===== config.mk =====
export PLATFORM = sky130hd
export DESIGN_NAME = epoch_guard
export DESIGN_NICKNAME = d
export VERILOG_FILES = /design/src/rtl/epoch_guard_pkg.sv /design/src/rtl/epoch_guard_ctrl.sv /design/src/rtl/epoch_guard_regs.sv /design/src/rtl/epoch_guard.sv
export SDC_FILE = /design/constraint.sdc
export NUM_CORES = 2
export LEC_CHECK = 0
export BUFFER_PORTS_ARGS = -buffer_cell sky130_fd_sc_hd__buf_2
export CORE_ASPECT_RATIO = 0.6
export CORE_UTILIZATION = 40
export DETAILED_ROUTE_END_ITERATION = 10
export GPL_ROUTABILITY_DRIVEN = 0
export SETUP_SLACK_MARGIN = 0.15
export SYNTH_ARGS = -nofsm -noshare
export SYNTH_HDL_FRONTEND = slang
export SYNTH_SLANG_ARGS = --single-unit

===== constraint.sdc =====
create_clock -name clk -period 2 [get_ports clk]
set_input_delay 0 -clock clk [delete_from_list [all_inputs] [get_ports clk]]
set_output_delay 0 -clock clk [all_outputs]
set_load 0.02 [all_outputs]

===== src/rtl/epoch_guard_pkg.sv =====
package epoch_guard_pkg;

  // Controller phase; the encoding is visible on the status port.
  typedef enum logic [1:0] {
    ST_RUN    = 2'b00,
    ST_EXTEND = 2'b01,
    ST_DEAD   = 2'b10
  } eg_state_e;

  // Strobes from control to the register datapath.
  typedef struct packed {
    logic commit;
    logic restore;
    logic freeze;
  } eg_strobe_t;

endpackage


===== src/rtl/epoch_guard_ctrl.sv =====
module epoch_guard_ctrl
  import epoch_guard_pkg::*;
#(
  parameter int LANES = 4,
  parameter int CNT_W = 16
) (
  input  logic             clk,
  input  logic             rstN,
  input  logic [CNT_W-1:0] epochLen,
  input  logic [LANES-1:0] laneIdle,
  input  logic [LANES-1:0] testDone,
  input  logic [LANES-1:0] testFail,
  output logic [LANES-1:0] testRun,
  output logic [LANES-1:0] laneEn,
  output eg_strobe_t       strb,
  output logic [1:0]       status,
  output logic             degradedFlag,
  output logic             fatalErr
);

  eg_state_e        stateQ, stateD;
  logic [CNT_W-1:0] cntQ, cntD, lastCnt;
  logic [LANES-1:0] seenQ, seenD, enQ, enD;
  logic [LANES-1:0] faultHit, laneOk, survivors;
  logic             commitQ, commitD, restoreQ, restoreD;
  logic             degQ, degD;
  logic             allDone, anyFault, expired;

  assign lastCnt = (epochLen == '0) ? '0 : epochLen - 1'b1;
  assign expired = (cntQ >= lastCnt);

  // Per-lane bookkeeping: fault qualification, completion, test permission.
  for (genvar g = 0; g < LANES; g++) begin : g_lane
    assign faultHit[g] = testDone[g] & testFail[g] & enQ[g];
    assign laneOk[g]   = seenQ[g] | testDone[g] | ~enQ[g];
    assign testRun[g]  = laneIdle[g] & enQ[g] & ~seenQ[g] & (stateQ != ST_DEAD);
  end

  assign allDone   = &laneOk;
  assign anyFault  = |faultHit;
  assign survivors = enQ & ~faultHit;

  always_comb begin
    stateD   = stateQ;
    cntD     = cntQ;
    seenD    = seenQ | (testDone & enQ);
    enD      = enQ;
    degD     = degQ;
    commitD  = 1'b0;
    restoreD = 1'b0;
    case (stateQ)
      ST_RUN, ST_EXTEND: begin
        if (anyFault) begin
          enD   = survivors;
          degD  = 1'b1;
          seenD = '0;
          cntD  = '0;
          if (survivors == '0) begin
            stateD = ST_DEAD;
          end else begin
            restoreD = 1'b1;
            stateD   = ST_RUN;
          end
        end else if (stateQ == ST_EXTEND || expired) begin
          if (allDone) begin
            commitD = 1'b1;
            cntD    = '0;
            seenD   = '0;
            stateD  = ST_RUN;
          end else begin
            stateD = ST_EXTEND;
          end
        end else begin
          cntD = cntQ + 1'b1;
        end
      end
      default: begin
        seenD = seenQ;
      end
    endcase
  end

  always_ff @(posedge clk or negedge rstN) begin
    if (!rstN) begin
      stateQ   <= ST_RUN;
      cntQ     <= '0;
      seenQ    <= '0;
      enQ      <= '1;
      degQ     <= 1'b0;
      commitQ  <= 1'b0;
      restoreQ <= 1'b0;
    end else begin
      stateQ   <= stateD;
      cntQ     <= cntD;
      seenQ    <= seenD;
      enQ      <= enD;
      degQ     <= degD;
      commitQ  <= commitD;
      restoreQ <= restoreD;
    end
  end

  assign strb.commit  = commitQ;
  assign strb.restore = restoreQ;
  assign strb.freeze  = (stateQ == ST_DEAD);
  assign laneEn       = enQ;
  assign status       = stateQ;
  assign degradedFlag = degQ;
  assign fatalErr     = (stateQ == ST_DEAD);

endmodule


===== src/rtl/epoch_guard_regs.sv =====
module epoch_guard_regs
  import epoch_guard_pkg::*;
#(
  parameter int REGS = 16,
  parameter int DW   = 32,
  localparam int AW  = $clog2(REGS)
) (
  input  logic          clk,
  input  logic          rstN,
  input  eg_strobe_t    strb,
  input  logic          wrEn,
  input  logic [AW-1:0] wrAddr,
  input  logic [DW-1:0] wrData,
  input  logic [AW-1:0] rdAddr,
  output logic [DW-1:0] rdData
);

  logic [DW-1:0] work   [REGS];
  logic [DW-1:0] shadow [REGS];

  // Working file: rollback wins over a core write in the same cycle.
  always_ff @(posedge clk or negedge rstN) begin
    if (!rstN) begin
      for (int i = 0; i < REGS; i++) work[i] <= '0;
    end else if (strb.restore) begin
      work <= shadow;
    end else if (wrEn && !strb.freeze) begin
      work[wrAddr] <= wrData;
    end
  end

  // Shadow file: whole-array capture at the commit edge.
  always_ff @(posedge clk or negedge rstN) begin
    if (!rstN) begin
      for (int i = 0; i < REGS; i++) shadow[i] <= '0;
    end else if (strb.commit) begin
      shadow <= work;
    end
  end

  assign rdData = work[rdAddr];

endmodule


===== src/rtl/epoch_guard.sv =====
module epoch_guard
  import epoch_guard_pkg::*;
#(
  parameter int LANES = 4,
  parameter int REGS  = 16,
  parameter int DW    = 32,
  parameter int CNT_W = 16,
  localparam int AW   = $clog2(REGS)
) (
  input  logic             clk,
  input  logic             rstN,
  input  logic [CNT_W-1:0] epochLen,
  input  logic             wrEn,
  input  logic [AW-1:0]    wrAddr,
  input  logic [DW-1:0]    wrData,
  input  logic [AW-1:0]    rdAddr,
  output logic [DW-1:0]    rdData,
  input  logic [LANES-1:0] laneIdle,
  input  logic [LANES-1:0] testDone,
  input  logic [LANES-1:0] testFail,
  output logic [LANES-1:0] testRun,
  output logic             commitStb,
  output logic             restoreStb,
  output logic [LANES-1:0] laneEn,
  output logic [1:0]       status,
  output logic             degradedFlag,
  output logic             fatalErr
);

  eg_strobe_t strb;

  epoch_guard_ctrl #(.LANES(LANES), .CNT_W(CNT_W)) u_ctrl (
    .clk(clk), .rstN(rstN), .epochLen(epochLen),
    .laneIdle(laneIdle), .testDone(testDone), .testFail(testFail),
    .testRun(testRun), .laneEn(laneEn), .strb(strb), .status(status),
    .degradedFlag(degradedFlag), .fatalErr(fatalErr)
  );

  epoch_guard_regs #(.REGS(REGS), .DW(DW)) u_regs (
    .clk(clk), .rstN(rstN), .strb(strb),
    .wrEn(wrEn), .wrAddr(wrAddr), .wrData(wrData),
    .rdAddr(rdAddr), .rdData(rdData)
  );

  assign commitStb  = strb.commit;
  assign restoreStb = strb.restore;

endmodule


==> impl_results.html <==
<table>
<tr><th>Metric</th><th>Value</th></tr>
<tr><th colspan="2">Floorplan</th></tr>
<tr><td>Floorplan die height</td><td>272.1 µm</td></tr>
<tr><td>Core area</td><td>about 120,000 µm²</td></tr>
<tr><td>Width of the die</td><td>roughly 450 µm</td></tr>
<tr><td>Overall die area</td><td>between 100,000 and 150,000 µm²</td></tr>
<tr><td>Initial standard-cell utilization of the core</td><td>between 40% and 50%</td></tr>
<tr><td>Site Rows</td><td>slightly below 100</td></tr>
<tr><td>Number of top-level pins</td><td>between 100 and 150</td></tr>
<tr><th colspan="2">Critical path</th></tr>
<tr><td>Critical path data required time</td><td>roughly 2.0 ns</td></tr>
<tr><td>Crit path largest cell delay</td><td>about 0.63 ns</td></tr>
<tr><td>List of cells traversed by the critical path</td><td>mux4_2, mux4_2, buf_6</td></tr>
<tr><td>Max stage delay cell, worst path</td><td>mux4_2</td></tr>
<tr><td>CP Capture Type</td><td>primary output</td></tr>
<tr><td>Number of gates on the worst path with buffers counted</td><td>3</td></tr>
<tr><td>Most repeated library cell on the critical path</td><td>mux4_2</td></tr>
<tr><td>Number of cell instances on the worst register-to-register path</td><td>8</td></tr>
<tr><td>Cell type group with the largest total delay on the critical path</td><td>multiplexers</td></tr>
<tr><td>WP buf/inv</td><td>1</td></tr>
<tr><td>Crit Path Category</td><td>flip-flop to primary output</td></tr>
<tr><td>Crit start category</td><td>flip-flop</td></tr>
<tr><td>Critical Path AT</td><td>roughly 2.4 ns</td></tr>
<tr><td>Highest fanout seen on the critical path</td><td>3</td></tr>
<tr><th colspan="2">Synth</th></tr>
<tr><td>Number of synthesized flops with an enable pin</td><td>0</td></tr>
<tr><td>Post-Syn Area</td><td>~49,000 µm²</td></tr>
<tr><td>Post-synth top area cell</td><td>dfrtp_1</td></tr>
<tr><td>Post-synthesis register bit count</td><td>1,053</td></tr>
<tr><td>Average instance area after synthesis</td><td>approximately 13 µm²</td></tr>
<tr><td>Proportion of synthesized flip-flops having asynchronous set or reset</td><td>100.0%</td></tr>
<tr><td>Dominant register cell in the synthesized netlist</td><td>dfrtp_1</td></tr>
<tr><td>Synthesis Warnings</td><td>0</td></tr>
<tr><td>Number of standard cells after synthesis</td><td>about 3,800</td></tr>
<tr><td>Library cells used by synthesis</td><td>56</td></tr>
<tr><td>Post-Synthesis Net Count</td><td>about 3,900</td></tr>
<tr><td>Sequential area share after synthesis</td><td>a little over half</td></tr>
<tr><td>Leading post-synthesis cells by cell area</td><td>dfrtp_1 (54%), mux2_2 (12%), mux2i_1 (11%)</td></tr>
<tr><td>Share of the synthesized area in the top cell type</td><td>between 50 and 60%</td></tr>
<tr><th colspan="2">STA</th></tr>
<tr><td>Total count of hold-check failures in the final report</td><td>0</td></tr>
<tr><td>Final worst path period share</td><td>121.3%</td></tr>
<tr><td>Worst slew margin relative to its limit</td><td>around 33%</td></tr>
<tr><td>Achievable frequency</td><td>between 400 and 500 MHz</td></tr>
<tr><td>Transition time at the pin with the least slew margin</td><td>1.006 ns</td></tr>
<tr><td>Count of final setup violators</td><td>60</td></tr>
<tr><td>Final setup margin</td><td>-0.4255 ns</td></tr>
<tr><td>Worst-case clock skew</td><td>~0.035 ns</td></tr>
<tr><td>Shortest clock period the worst path allows after layout</td><td>approximately 2.4 ns</td></tr>
<tr><td>Unrepaired setup endpoints after global routing</td><td>yes</td></tr>
<tr><td>Final slew viol count</td><td>0</td></tr>
<tr><td>Worst hold slack after final layout</td><td>approximately 0.088 ns</td></tr>
<tr><th colspan="2">CTS</th></tr>
<tr><td>Clock slew at the register clock pins of the worst setup and hold paths</td><td>0.07 ns</td></tr>
<tr><td>Root Buffer</td><td>clkbuf_16</td></tr>
<tr><td>Clock latency on the worst-skew pair</td><td>~0.71 ns</td></tr>
<tr><td>Clock tree from TritonCTS</td><td>done</td></tr>
<tr><td>Count of H-tree levels built during CTS</td><td>3</td></tr>
<tr><td>Worst-case clock buffer depth</td><td>3</td></tr>
<tr><td>Clock sink count</td><td>about 1,100</td></tr>
<tr><td>TritonCTS buffer count</td><td>between 100 and 150</td></tr>
<tr><th colspan="2">Finish</th></tr>
<tr><td>Most common cell after layout, fill and taps aside</td><td>dfrtp_1</td></tr>
<tr><td>Syn-to-layout area delta</td><td>25.32%</td></tr>
<tr><td>Most used cells in the layout excluding fill and tap cells</td><td>dfrtp_1 (1,046), nand2_1 (542), mux2_2 (512)</td></tr>
<tr><td>Storage cell area</td><td>26,360 µm²</td></tr>
<tr><td>Number of cells in the finished layout apart from fillers</td><td>roughly 6,000</td></tr>
<tr><td>Final cell area excluding filler cells</td><td>a little over 60,000 µm²</td></tr>
<tr><td>Ratio of cells with drive above 1 in the final layout</td><td>between 30% and 40%</td></tr>
<tr><td>Filler Cells Inserted</td><td>10,080</td></tr>
<tr><td>Area of the multi-input gates</td><td>21,210 µm²</td></tr>
<tr><td>Utilization of the core after routing</td><td>between 50% and 60%</td></tr>
<tr><td>Net count reported at finish</td><td>4,348</td></tr>
<tr><th colspan="2">Global route</th></tr>
<tr><td>Overflow after GRT</td><td>0</td></tr>
<tr><td>Via count of the first global-routing pass</td><td>roughly 31,000</td></tr>
<tr><td>Wire length of the first global-routing pass</td><td>between 200,000 and 250,000 µm</td></tr>
<tr><td>Overall routing resource usage</td><td>between 20 and 25%</td></tr>
<tr><td>Pin count of the biggest net entering global routing</td><td>120</td></tr>
<tr><td>Initial antenna violation count</td><td>4</td></tr>
<tr><th colspan="2">Place</th></tr>
<tr><td>Number of instances in the placed design</td><td>about 5,500</td></tr>
<tr><td>HPWL after detailed placement</td><td>between 70,000 and 80,000 µm</td></tr>
<tr><td>IO Port Bufs</td><td>about 120</td></tr>
<tr><td>Worst slack after detailed placement</td><td>-0.9707 ns</td></tr>
<tr><td>Total cell area at the placement stage</td><td>52,880 µm²</td></tr>
<tr><th colspan="2">Power and ir drop</th></tr>
<tr><td>Total power density per cell area</td><td>about 710 nW/µm²</td></tr>
<tr><td>Worst vdd ir</td><td>0.0007110 V</td></tr>
<tr><td>Leakage power summed over all cells</td><td>a little over 20 nW</td></tr>
<tr><th colspan="2">Route</th></tr>
<tr><td>Total wire length</td><td>about 140,000 µm</td></tr>
<tr><td>Number of detailed-route iterations in the first pass</td><td>5</td></tr>
<tr><td>Post-detailed-route via-to-cell ratio</td><td>5.441</td></tr>
<tr><td>Initial detailed-routing violation count</td><td>between 2,000 and 3,000</td></tr>
<tr><td>Wire per inst</td><td>between 20 and 25 µm</td></tr>
<tr><td>Total via count in the routed design</td><td>32,320</td></tr>
<tr><td>DR DRC count</td><td>0</td></tr>
<tr><td>Post-detailed-route count of antenna-violating nets</td><td>0</td></tr>
<tr><th colspan="2">Hold path</th></tr>
<tr><td>Cell depth of the worst min-delay path</td><td>5</td></tr>
<tr><td>Hold/Removal Path Class</td><td>input port to flip-flop</td></tr>
<tr><th colspan="2">Job</th></tr>
<tr><td>Max-cap violations</td><td>0</td></tr>
<tr><th colspan="2">Status</th></tr>
<tr><td>Outcome</td><td>finished, violations left</td></tr>
<tr><td>Failing checks</td><td>setup timing</td></tr>
</table>
## worst reg2reg max path, stage by stage, from the launching register on
cell and delay, ns:
dfrtp_1 0.40, ha_1 0.30, nand4_1 0.22, buf_4 0.18
nor2_4 0.05, buf_6 0.11, a211oi_4 0.29, o2bb2ai_4 0.20
mux2_4 0.32
## layout make-up
type,count,area share [%]
Sequential cell,1053,43.24
Multi-Input combinational cell,2455,34.80
Timing Repair Buffer,625,12.72
Clock buffer,151,5.020
Tap cell,1600,3.284
Clock inverter,34,0.8066
Inverter,21,0.1293
Antenna cell,1,0.004105
## what timing repair did
item,in CTS,in global routing
hold endpoints to repair,1573,0
setup buffers,133,54
cloned,39,11
gates resized for setup,398,273
pin swaps,68,93
endpoints found under the setup margin,512,528
hold buffers,46,0
## kinds of logic after synthesis
| group | synth area share (%) |
|---|---|
| fa+ha+maj | 0.4887 |
| mux | 29.84 |
| xor+xnor | 0.2340 |
| flops | 54.17 |
| buf+inv | 3.282 |
| simple gates | 5.866 |
| compound gates | 6.116 |
## flip-flops by register name, summed over array words and instances (netlist names), 2 cells and up
| name | flops |
|---|---|
| u_regs.shadow | 512 |
| u_ctrl.seenQ | 4 |
| u_ctrl.cntQ | 16 |
| u_ctrl.laneEn | 4 |
| u_regs.work | 512 |
| u_ctrl.status | 2 |
## stage by stage
step / TNS [ns] / total power, mW
finish: -13.30 / 43.47
global route: -19.96 / 44.81
CTS: -11.80 / 43.87
detailed placement: -19.96 / 23.13
global placement: -18.07 / 23.14
floorplan: -10.66 / 22.13
## Yosys cell counts, types with 5 or more instances
| cell | number |
|---|---|
| a21oi_1 | 9 |
| and2_1 | 5 |
| and3_1 | 13 |
| buf_2 | 57 |
| buf_4 | 19 |
| buf_6 | 33 |
| clkbuf_1 | 188 |
| dfrtp_1 | 1049 |
| ha_1 | 19 |
| inv_1 | 21 |
| mux2_2 | 514 |
| mux2i_1 | 512 |
| mux4_2 | 160 |
| nand2_1 | 549 |
| nand2b_1 | 5 |
| nand3_1 | 13 |
| nand4_1 | 10 |
| nor2_1 | 12 |
| nor2_2 | 8 |
| nor3_1 | 12 |
| nor3b_1 | 5 |
| nor4_1 | 7 |
| o211ai_1 | 14 |
| o21a_1 | 10 |
| o21ai_0 | 456 |
| o21ai_1 | 69 |
| xnor2_1 | 8 |
| xor2_1 | 5 |
## final timing paths
path	endpoint	slack, ns	startpoint
setup / recovery	rdData[21]	-0.43	u_regs.work[181]$_DFFE_PN0P_
hold / removal	u_regs.work[125]$_DFFE_PN0P_	0.09	wrAddr[3]
setup reg to reg	u_ctrl.cntQ[1]$_DFFE_PN0P_	-0.19	u_ctrl.cntQ[12]$_DFFE_PN0P_
hold reg to reg	u_regs.work[407]$_DFFE_PN0P_	0.47	u_regs.shadow[407]$_DFFE_PN0P_
max in group asynchronous	u_regs.shadow[342]$_DFFE_PN0P_	0.47	rstN
min in group asynchronous	u_regs.shadow[323]$_DFFE_PN0P_	0.12	rstN
## per-layer routing
| metal | wire [µm] | vias up | track usage, % |
|---|---|---|---|
| li1 | - | 14600 | - |
| met1 | 65230 | 16770 | 32.88 |
| met2 | 59250 | 770 | 31.56 |
| met3 | 8183 | 174 | 4.271 |
| met4 | 2796 | 2 | 4.951 |
| met5 | 7 | - | 0 |
## power by group
group	leakage [nW]	internal [mW]	total [mW]	switching, mW
logic	9.18	0.507	1.53	1.02
registers	9.34	21.3	21.3	0
clock network	1.74	12.0	20.6	8.64
Note: power is estimated with default switching activity, not from simulation.
